<file path="config.mk">
export PLATFORM = sky130hd
export DESIGN_NAME = aud_tick_pacer
export DESIGN_NICKNAME = d
export VERILOG_FILES = /design/src/rtl/aud_pacer_pkg.sv /design/src/rtl/aud_presc.sv /design/src/rtl/aud_down_cnt.sv /design/src/rtl/aud_sample_buf.sv /design/src/rtl/aud_tick_pacer.sv
export SDC_FILE = /design/constraint.sdc
export NUM_CORES = 1
export LEC_CHECK = 0
export BUFFER_PORTS_ARGS = -buffer_cell sky130_fd_sc_hd__buf_4
export CORE_MARGIN = 1
export CORE_UTILIZATION = 52
export CTS_CLUSTER_DIAMETER = 150
export DETAILED_ROUTE_END_ITERATION = 10
export PLACE_DENSITY = 0.83
export SLEW_MARGIN = 10
export SYNTH_ARGS = -nofsm -noshare
export SYNTH_HDL_FRONTEND = slang
export SYNTH_SLANG_ARGS = --single-unit
</file>
<file path="constraint.sdc">
create_clock -name clk_i -period 3.3 [get_ports clk_i]
set_input_delay 0.165 -clock clk_i [delete_from_list [all_inputs] [get_ports clk_i]]
set_output_delay 0.165 -clock clk_i [all_outputs]
set_load 0.02 [all_outputs]
</file>
<file path="src/rtl/aud_pacer_pkg.sv">
package aud_pacer_pkg;

  localparam int unsigned ADDR_W = 16;
  localparam int unsigned DATA_W = 8;

  typedef struct packed {
    logic              en;
    logic [ADDR_W-1:0] addr;
    logic [DATA_W-1:0] data;
  } cpu_wr_t;

  localparam logic [DATA_W-1:0] DAC_MID = {1'b1, {(DATA_W-1){1'b0}}};

endpackage

</file>
<file path="src/rtl/aud_presc.sv">
module aud_presc #(
  parameter int unsigned STAGES = 4,
  localparam int unsigned SEL_W = $clog2(STAGES),
  localparam int unsigned CW    = STAGES - 1
) (
  input  logic             clk_i,
  input  logic             rst_ni,
  input  logic             en_i,
  input  logic [SEL_W-1:0] sel_i,
  output logic             tick_o
);

  logic [CW-1:0]     cnt_q;
  logic [STAGES-1:0] tick_vec;

  always_ff @(posedge clk_i or negedge rst_ni) begin
    if (!rst_ni)    cnt_q <= '0;
    else if (!en_i) cnt_q <= '0;
    else            cnt_q <= cnt_q + 1'b1;
  end

  assign tick_vec[0] = en_i;
  for (genvar s = 1; s < STAGES; s++) begin : g_stage
    assign tick_vec[s] = en_i & (&cnt_q[s-1:0]);
  end

  assign tick_o = tick_vec[sel_i];

endmodule

</file>
<file path="src/rtl/aud_down_cnt.sv">
module aud_down_cnt #(
  parameter int unsigned CNT_W = 8
) (
  input  logic             clk_i,
  input  logic             rst_ni,
  input  logic             tick_i,
  input  logic [CNT_W-1:0] reload_i,
  output logic [CNT_W-1:0] cnt_o,
  output logic             strobe_o
);

  logic [CNT_W-1:0] cnt_q;
  logic             at_zero;

  assign at_zero  = (cnt_q == '0);
  assign strobe_o = tick_i & at_zero;
  assign cnt_o    = cnt_q;

  always_ff @(posedge clk_i or negedge rst_ni) begin
    if (!rst_ni)      cnt_q <= '0;
    else if (tick_i)  cnt_q <= at_zero ? reload_i : cnt_q - 1'b1;
  end

endmodule

</file>
<file path="src/rtl/aud_sample_buf.sv">
module aud_sample_buf
  import aud_pacer_pkg::*;
(
  input  logic              clk_i,
  input  logic              rst_ni,
  input  cpu_wr_t           wr_i,
  input  logic              strobe_i,
  output logic [DATA_W-1:0] pend_o,
  output logic [DATA_W-1:0] dac_o
);

  logic [DATA_W-1:0] pend_q, dac_q;
  logic              hit;

  // only the top address bit is decoded
  assign hit = wr_i.en & wr_i.addr[ADDR_W-1];

  always_ff @(posedge clk_i or negedge rst_ni) begin
    if (!rst_ni)  pend_q <= DAC_MID;
    else if (hit) pend_q <= wr_i.data;
  end

  // pending value from before this edge moves out; a same-edge write waits a period
  always_ff @(posedge clk_i or negedge rst_ni) begin
    if (!rst_ni)       dac_q <= DAC_MID;
    else if (strobe_i) dac_q <= pend_q;
  end

  assign pend_o = pend_q;
  assign dac_o  = dac_q;

endmodule

</file>
<file path="src/rtl/aud_tick_pacer.sv">
module aud_tick_pacer
  import aud_pacer_pkg::*;
#(
  parameter int unsigned CNT_W        = 8,
  parameter int unsigned PRESC_STAGES = 4,
  localparam int unsigned SEL_W       = $clog2(PRESC_STAGES)
) (
  input  logic              clk_i,
  input  logic              rst_ni,
  input  logic              en_i,
  input  logic [SEL_W-1:0]  presc_sel_i,
  input  logic [CNT_W-1:0]  reload_i,
  input  logic              wr_en_i,
  input  logic [ADDR_W-1:0] addr_i,
  input  logic [DATA_W-1:0] wdata_i,
  input  logic              irq_ack_i,
  output logic              irq_o,
  output logic [DATA_W-1:0] dac_o
);

  logic              tick;
  logic              strobe;
  logic [CNT_W-1:0]  cnt_q;
  logic [DATA_W-1:0] pend_q;
  logic              irq_q;
  cpu_wr_t           wr;

  assign wr = '{en: wr_en_i, addr: addr_i, data: wdata_i};

  aud_presc #(.STAGES(PRESC_STAGES)) u_presc (
    .clk_i, .rst_ni, .en_i, .sel_i(presc_sel_i), .tick_o(tick)
  );

  aud_down_cnt #(.CNT_W(CNT_W)) u_cnt (
    .clk_i, .rst_ni, .tick_i(tick), .reload_i, .cnt_o(cnt_q), .strobe_o(strobe)
  );

  aud_sample_buf u_buf (
    .clk_i, .rst_ni, .wr_i(wr), .strobe_i(strobe), .pend_o(pend_q), .dac_o
  );

  // set has priority over acknowledge
  always_ff @(posedge clk_i or negedge rst_ni) begin
    if (!rst_ni)        irq_q <= 1'b0;
    else if (strobe)    irq_q <= 1'b1;
    else if (irq_ack_i) irq_q <= 1'b0;
  end

  assign irq_o = irq_q;

endmodule

</file>
---- After elaboration in Yosys (flattened, before gate mapping) ----
Cells that the tools add are included.
operators by class
  order comparisons ....................... 1
  add/sub/neg operators ................... 2
  bitwise logic cells ..................... 5
  multiplexer cells ....................... 6
  reductions and logical operators ........ 4
operators with widths
  kind                   count
  $logic_not A8 Y1       1
  $mux W8                1
  $sub A8 B1 Y8 const B  1
  $and A1 B1 Y1          5
  $add A3 B1 Y3 const B  1
  $lt A2 B3 Y1 const B   1
  $mux W1                3
  $mux W3                1
  $reduce_and A3 Y1      1
  $bmux W1 S2            1
  $reduce_and A2 Y1      1
  $reduce_bool A2 Y1     1
storage, ports and cells
  output and inout bits ................... 9
  logic and storage cells ................. 23
  bits of input ports ..................... 39
  bits in registers ....................... 28

---- Logic depth before layout (Yosys ltp) ----
Gate-level depths: netlist (run 1).
  depth in word-level cells ............... 6
  gate-level depth with buffers ........... 7
  mapped depth without buffers ............ 6

---- Hierarchy ----
From an unflattened synthesis (run 1), not the netlist that was laid out.
second synthesis, totals
  cells, all modules ...................... 105
  area total of the unflattened synthesis .. 1341.3 µm²
modules (own cells, without submodules)
  module          seq. area each (µm²)  area an instance (µm²)  cells an instance  instances
  aud_sample_buf  402.9                 600.6                   34                 1
  aud_down_cnt    200.2                 549.3                   56                 1
  aud_presc       75.1                  155.1                   12                 1
  aud_tick_pacer  25.0                  36.3                    3                  1

---- Worst setup path before layout (run 1) ----
OpenSTA, ideal clock, no wires.
  kind .................................... reg-to-reg
  from .................................... reg u_presc.cnt_q[0]
  to ...................................... reg u_buf.dac_q[0], in the netlist u_buf.dac_o[0]
  data required time ...................... 3.175 ns
  buffers on the path ..................... 1
  setup slack ............................. 1.435 ns
  stages on the path, launching flop included .. 8
  data arrival time ....................... 1.740 ns
  cell sequence ........................... dfrtp_1 > ha_1 > ha_1 > mux2_2 > o211ai_1 > or2_1 > buf_6 > mux2_4
between the ends
  longest elaborated chain between the ends .. 5
ends and longest elaborated chain
  item                                                           line                  source
  start, declared                                                aud_presc.sv:13       logic [CW-1:0] cnt_q;
  start signal, assigned                                         aud_presc.sv:19       else cnt_q <= cnt_q + 1'b1;
  $reduce_and A3 Y1 / $reduce_and A2 Y1 (equally long branches)  aud_presc.sv:24       assign tick_vec[s] = en_i & (&cnt_q[s-1:0]);
  $and A1 B1 Y1                                                  aud_presc.sv:24
  $bmux W1 S2 *                                                  aud_presc.sv:27       assign tick_o = tick_vec[sel_i];
  $mux W1 (implied by the code) *                                aud_presc.sv:27
  $and A1 B1 Y1 *                                                aud_down_cnt.sv:16    assign strobe_o = tick_i & at_zero;
  end signal, assigned                                           aud_sample_buf.sv:26  else if (strobe_i) dac_q <= pend_q;
  end, declared                                                  aud_sample_buf.sv:12  logic [DATA_W-1:0] pend_q, dac_q;
Every way passes the cells marked *; elsewhere a longest branch is shown, timed or not. The select of a mux whose other input is x is not followed.
A chain may end at the register's enable or synchronous reset.

---- Worst setup path in the final report (run 1) ----
  from .................................... reg u_presc.cnt_q[0]
  to ...................................... reg u_buf.dac_q[3], in the netlist u_buf.dac_o[3]
Same word-level chain as after synthesis.

==> impl_metrics.env, run 1 <==
export IMPL_drc_errors=0
export IMPL_root_buffer="clkbuf_4"
export IMPL_diodes=0
export IMPL_rsz0062_at_grt="false"
export IMPL_grtUsageTotal=0.208
export IMPL_synth_top_family_by_area="multiplexers"
export IMPL_critPathSlowestCell="or2_1"
export IMPL_final_max_slew_violation_count=0
export IMPL_synthSimpleGateAreaFrac=0.123
export IMPL_fillCellCount=196
export IMPL_synth_compound_area_frac=0.114
export IMPL_endpoint_kind="flop"
export IMPL_cts_buffers_inserted=3
export IMPL_crit_top_cell="ha_1"
export IMPL_drt_pre_antenna_iters=4
export IMPL_hp_start="irq_ack_i"
export IMPL_cts_tree="done"
export IMPL_place_port_buffers=32
export IMPL_synth_xor_area_frac=0
export IMPL_max_cap_violations=0
export IMPL_htree_levels=1
export IMPL_synth_area_per_cell_sq_um=12.3
export IMPL_start_util=0.545
export IMPL_period_share=0.724
export IMPL_crit_fanout=11
export IMPL_die_area_sq_um=2780
export IMPL_holdPathStages=2
export IMPL_grt_pass1_wl_microns=4150
export IMPL_hold_class="in2reg"
export IMPL_ioPinCount=48
export IMPL_grt_pass1_vias=947
export IMPL_insertion_delay_ps=320
export IMPL_power_density_nw_per_um2=638
export IMPL_hpwl_microns=1790
export IMPL_worstPathRequired_ps=3520
export IMPL_ys_ff_latch=28
export IMPL_relSlewSlack=0.636
export IMPL_drtIter0Drc=22
export IMPL_yosysWarnings=0
export IMPL_arrival_ps=2610
export IMPL_clock_skew_final_ps=2.52
export IMPL_worst_slew_pin_slew_ps=547
export IMPL_multi_input_area_sq_um=588
export IMPL_outcome="completed"
export IMPL_fin_nets=188
export IMPL_globalRouteOverflowTotal=0
export IMPL_netlist_area_sq_um=1340
export IMPL_syn_inst=109
export IMPL_setup_viol=0
export IMPL_syn2layout_area_growth_pct=22.5
export IMPL_regArea_sq_um=703
export IMPL_whs_endpoint="irq_o"
export IMPL_crit_start="u_presc.cnt_q[0]"
export IMPL_place_inst=169
export IMPL_r2r_start="u_presc.cnt_q[0]"
export IMPL_ir_drop_mv=0.398
export IMPL_syn_nets=152
export IMPL_detail_route_wl_per_cell_microns=14.2
export IMPL_rrSetupSlack_ps=910
export IMPL_path_cells="ha_1 -> ha_1 -> mux2_2 -> o211ai_1 -> buf_4 -> or2_1 -> mux2_4"
export IMPL_die_w_microns=52.7
export IMPL_avgViaCountPerCell=5.52
export IMPL_critPathLaunchType="flop"
export IMPL_r2r_cells=7
export IMPL_clk_pin_slew_ps=140
export IMPL_synthAdderAreaFrac=0.0374
export IMPL_max_freq_mhz=419
export IMPL_reg2reg_to="u_buf.dac_o[3]"
export IMPL_ant_nets=0
export IMPL_power_leakage_nw=0.801
export IMPL_holdWs_ps=29.6
export IMPL_critical_path_class="reg2reg"
export IMPL_core_area_sq_um=2450
export IMPL_vias=961
export IMPL_slowest_delay_ps=470
export IMPL_synth_mux_area_frac=0.166
export IMPL_fp_dieH_microns=52.7
export IMPL_totalWireLength_microns=2480
export IMPL_fin_cells=174
export IMPL_synthDistinctLibCells=30
export IMPL_routabilityCongestion=0.804
export IMPL_post_route_util=0.668
export IMPL_grt_start_max_net_pins=29
export IMPL_synth_sequential_area_ratio=0.526
export IMPL_drive_gt1_frac=0.403
export IMPL_setup_tns_ps=0
export IMPL_layout_min_cycle_time_ps=2390
export IMPL_rows=18
export IMPL_clockBufferDepth=2
export IMPL_hold_violations=0
export IMPL_post_cts_resized=0
export IMPL_grt_antenna_before_repair=0
export IMPL_cts_sinks=28
## kinds of logic after synthesis
logic type,count (synthesis)
AO/OA/AOI/OAI,23
adder cells (fa/ha/maj),4
buffers and inverters,10
multiplexers,17
AND/OR/NAND/NOR,27
flip-flops,28
## per-stage QoR
| step | power, mW | setup slack (ps) | instance area [sq um] |
|---|---|---|---|
| 4_1_cts | 1.05 | 908 | 1640 |
| 3_3_place_gp | 0.888 | 977 | 1600 |
| 2_1_floorplan | 0.777 | 1430 | 1340 |
| 6_report | 1.05 | 912 | 1640 |
| 5_1_grt | 1.12 | 790 | 1640 |
| 3_5_place_dp | 0.911 | 932 | 1600 |
## state kept, by name (all words and copies together), names as in the netlist
| register | count |
|---|---|
| u_buf.pend_o | 8 |
| u_buf.dac_o | 8 |
| irq_o | 1 |
| u_cnt.cnt_o | 8 |
| u_presc.cnt_q | 3 |
## metal layers
layer  wire, microns  up-vias  part of all wire  track usage
met1            1140      472              0.46        0.268
li1                -      457                 -            -
met4              14        0            0.0057       0.0482
met5               0        -                 0            0
met3              92        2             0.037       0.0290
met2            1230       30              0.50        0.365
## synthesized netlist by cell type
cell type	n	area share
dfrtp_1	26	0.49
mux2_2	9	0.076
mux2_4	8	0.090
nand2_1	8	0.022
inv_1	7	0.020
a21oi_1	6	0.022
a2bb2oi_1	6	0.039
o21ai_0	6	0.022
ha_1	4	0.037
nand3_1	4	0.015
nor2_1	3	0.0084
and2_1	2	0.0094
dfstp_2	2	0.039
or3_1	2	0.0094
and2_0	1	0.0047
buf_2	1	0.0037
buf_6	1	0.0084
clkbuf_1	1	0.0028
nand3_4	1	0.013
nor2b_1	1	0.0047
nor3_1	1	0.0037
nor4_1	1	0.0047
nor4_4	1	0.016
o211a_1	1	0.0075
o211ai_1	1	0.0056
o22ai_1	1	0.0047
o311ai_0	1	0.0065
o31ai_1	1	0.0056
or2_1	1	0.0047
or3b_2	1	0.0065
## power by group
group          switching [mW]  internal (mW)
combinational           0.166          0.197
clock                  0.0945         0.0473
sequential             0.0965          0.444
## final cells by class
cell class | count | area share
Sequential cell | 28 | 0.429
Multi-Input combinational cell | 71 | 0.359
Inverter | 7 | 0.0160
Timing Repair Buffer | 34 | 0.157
Tap cell | 30 | 0.0229
Clock buffer | 4 | 0.0160
## worst max-delay path: cells and delay by family (launching register included)
kind / cells / cell delay (ps)
muxes: 2 / 620
AOI/OAI and AO/OA: 1 / 170
and+or+nand+nor: 1 / 470
adders and majority gates: 2 / 390
buffers and inverters: 1 / 210
DFF: 1 / 420
## worst max-delay path by stage
stage	endpoint	slack [ps]
finish	u_buf.dac_o[3]	910
global route	u_buf.dac_o[3]	790
CTS	u_buf.dac_o[3]	910
detailed placement	u_buf.dac_o[3]	930
global placement	u_buf.dac_o[6]	980
floorplan	u_buf.dac_o[0]	1430
## timing repair
action | CTS | global route
hold buffers | 1 | 0
endpoints found under the hold margin | 26 | 0
setup buffers | 0 | 0
## cells in the final DEF, fill, tap and decap left out
cell,synthesis,final
o211ai_1,1,1
nand3_1,4,4
mux2_4,8,8
o21ai_0,6,6
o22ai_1,1,1
a21oi_1,6,6
nor2b_1,1,1
and2_0,1,1
o211a_1,1,1
inv_1,7,7
dfstp_2,2,2
clkbuf_4,0,3
nand3_4,1,1
o31ai_1,1,1
nor4_1,1,1
mux2_2,9,9
and2_1,2,2
nand2_1,8,8
ha_1,4,4
or3_1,2,2
o311ai_0,1,1
buf_4,0,33
dfrtp_1,26,26
nor4_4,1,1
or3b_2,1,1
a2bb2oi_1,6,6
dlygate4sd3_1,0,1
nor2_1,3,3
clkbuf_1,1,1
nor3_1,1,1
or2_1,1,1
Power figures use the tool's default switching activity.
==> inputs of run 2 (changes only) <==
Settings changed: ABC_AREA set to 1, CORE_UTILIZATION 52 to 49, PLACE_DENSITY 0.83 to 0.78.
Clock period 3.3 ns to 2.4 ns, I/O delays scaled along.
==> run 2 against run 1 <==
Against the previous run:
- wire length up 7.4%
- sequential power up 32%
- fmax up 37%
- global-route usage down 1.6 points
- critical path type unchanged
- largest cell class unchanged
- count of clock-buffer cells in the layout down 1
- highest routed layer unchanged
- clock skew up 12 ps
==> impl_metrics.env, run 2 <==
export IMPL_drtIter0Drc=22
export IMPL_die_area_sq_um=3140
export IMPL_grt_start_max_net_pins=29
export IMPL_rsz0062_at_grt="false"
export IMPL_mostFrequentLayoutCells="nand2_1, buf_4, dfrtp_1"
export IMPL_fp_dieH_microns=56
export IMPL_vias=1202
export IMPL_p_switching_mw=0.661
export IMPL_htree_levels=1
export IMPL_yosysWarnings=0
export IMPL_core_area_sq_um=2760
export IMPL_drt_pre_antenna_iters=6
export IMPL_grt_pass1_vias=1202
export IMPL_setup_viol=0
export IMPL_hold_class="in2reg"
export IMPL_root_buffer="clkbuf_4"
export IMPL_power_density_nw_per_um2=970
export IMPL_avgViaCountPerCell=5.03
export IMPL_swShare=0.382
export IMPL_post_place_ws_ps=650
export IMPL_max_cap_violations=0
export IMPL_crit_start="u_presc.cnt_q[0]"
export IMPL_synth_top_area_frac=0.455
export IMPL_clock_skew_final_ps=15.0
export IMPL_fin_nets=252
export IMPL_async_reset_ff_frac=1.00
export IMPL_crit_fanout=20
export IMPL_netlist_area_sq_um=1430
export IMPL_place_inst=230
export IMPL_die_w_microns=56
export IMPL_met2_usage=0.359
export IMPL_endpoint_kind="flop"
export IMPL_synth_edf_count=0
export IMPL_grt_pass1_wl_microns=4780
export IMPL_r2r_cells=8
export IMPL_syn2layout_area_growth_pct=24.8
export IMPL_hpwl_microns=1960
export IMPL_synthDistinctLibCells=22
export IMPL_drive_gt1_frac=0.274
export IMPL_totalWireLength_microns=2660
export IMPL_max_freq_mhz=573
export IMPL_synth_commonest_cells="nand2_1, dfrtp_1, inv_1"
export IMPL_place_port_buffers=32
export IMPL_final_common_cell="nand2_1"
export IMPL_rrSetupSlack_ps=660
export IMPL_arrival_ps=2010
export IMPL_cts_sinks=28
export IMPL_layout_min_cycle_time_ps=1740
export IMPL_ant_nets=0
export IMPL_p_seq_frac=0.413
export IMPL_detail_route_wl_per_cell_microns=11.1
export IMPL_syn_nets=213
export IMPL_cts_buffers_inserted=3
export IMPL_ir_drop_mv=0.749
export IMPL_comb_power_share=0.412
export IMPL_ioPinCount=48
export IMPL_clockBufferDepth=2
export IMPL_p_int_mw=1.07
export IMPL_endpoint="u_buf.dac_o[0]"
export IMPL_yosysMostFrequentCell="nand2_1"
export IMPL_routabilityCongestion=0.792
export IMPL_post_route_util=0.647
export IMPL_placed_area_sq_um=1680
export IMPL_final_max_slew_violation_count=0
export IMPL_syn_inst=170
export IMPL_grtUsageMet1=0.212
export IMPL_rows=19
export IMPL_post_cts_resized=0
export IMPL_worst_slew_pin_slew_ps=459
export IMPL_grtUsageTotal=0.192
export IMPL_cts_tree="done"
export IMPL_reg2reg_to="u_buf.dac_o[0]"
export IMPL_yosysTopAreaCell="dfrtp_1"
export IMPL_p_clk_frac=0.175
export IMPL_clk_pin_slew_ps=150
export IMPL_period_share=0.727
export IMPL_worstPathRequired_ps=2670
export IMPL_critical_path_class="reg2reg"
export IMPL_synth_sequential_area_ratio=0.492
export IMPL_insertion_delay_ps=330
export IMPL_globalRouteOverflowTotal=0
export IMPL_drc_errors=0
export IMPL_power_leakage_nw=0.971
export IMPL_top_usage_layer="met2"
export IMPL_synth_area_per_cell_sq_um=8.41
export IMPL_diodes=0
export IMPL_fin_ws_ps=656
export IMPL_fin_cells=239
export IMPL_grt_met3_usage=0.0372
export IMPL_ys_ff_latch=28
export IMPL_hold_violations=0
export IMPL_final_area_sq_um=1780
export IMPL_relSlewSlack=0.694
export IMPL_start_util=0.518
export IMPL_r2r_start="u_presc.cnt_q[0]"
export IMPL_grt_antenna_before_repair=0
export IMPL_setup_tns_ps=0
export IMPL_outcome="completed"
export IMPL_synthTopCellsByArea="dfrtp_1, nand2_1, mux2_2, nand3_1, inv_1"
export IMPL_synth_flop_cell="dfrtp_1"
export IMPL_critPathLaunchType="flop"
run 2: layout make-up:
| type | count | area, sq um |
|---|---|---|
| sequential | 28 | 703 |
| multi-input combinational | 117 | 616 |
| fill | 234 | 975 |
| inverter | 22 | 82.6 |
| clock inverter | 1 | 30.0 |
| clock buffer | 3 | 22.5 |
| tap | 31 | 38.8 |
| timing repair buffer | 37 | 290 |
run 2: cells by family (layout without fill, tap and decap cells):
group | count (synthesis) | in the layout | share of synthesized area
and+or+nand+nor | 90 | 90 | 0.277
DFF | 28 | 28 | 0.492
buffers and inverters | 25 | 63 | 0.0770
AOI/OAI and AO/OA | 14 | 14 | 0.0499
muxes | 8 | 8 | 0.0630
adders and majority gates | 4 | 4 | 0.0350
xor gates and xnor gates | 1 | 1 | 0.00613
run 2: what timing repair did:
item | 4_1_cts | 5_1_grt
endpoints found under the setup margin | 0 | 0
endpoints found under the hold margin | 31 | 1
buffers inserted | 0 | 0
hold buffers | 4 | 1
run 2: worst min path at each step:
| stage | start | end | slack (ps) | cells past startpoint |
|---|---|---|---|---|
| after floorplan | rst_ni | irq_o | -180 | 0 |
| after global placement | rst_ni | u_buf.dac_o[5] | 50 | 1 |
| after detailed placement | rst_ni | u_buf.pend_o[6] | 60 | 1 |
| after CTS | wdata_i[5] | u_buf.pend_o[5] | 1 | 2 |
| after global routing | wdata_i[4] | u_buf.pend_o[4] | 1 | 2 |
| final | wdata_i[6] | u_buf.pend_o[6] | 20 | 2 |
run 2: power groups by stage:
stage	combinational (mW)	sequential, mW	clock (mW)
2_1_floorplan	0.457	0.767	0
3_3_place_gp	0.683	0.719	0
3_5_place_dp	0.710	0.727	0
4_1_cts	0.717	0.717	0.313
5_1_grt	0.811	0.738	0.326
6_report	0.712	0.715	0.303
run 2: per-stage QoR:
step | total power, mW | hold slack (ps)
floorplan | 1.22 | -176
global placement | 1.40 | 50.5
global route | 1.88 | 1.15
finish | 1.73 | 17.7
CTS | 1.75 | 0.955
detailed placement | 1.44 | 57.2
run 2: metal layers:
metal / part of all wire / vias to the layer above
met1: 0.41 / 564
met5: 0 / -
li1: - / 609
met4: 0.0038 / 0
met2: 0.54 / 27
met3: 0.044 / 2
run 2: worst max-delay path, cell delays in order (launching register included):
cell and delay [ps]:
dfrtp_1 400, ha_1 180, ha_1 150, nand2_1 50, nand3_1 90, nand3_2 370
nor2_4 310, nand2_1 80, nand2_1 70
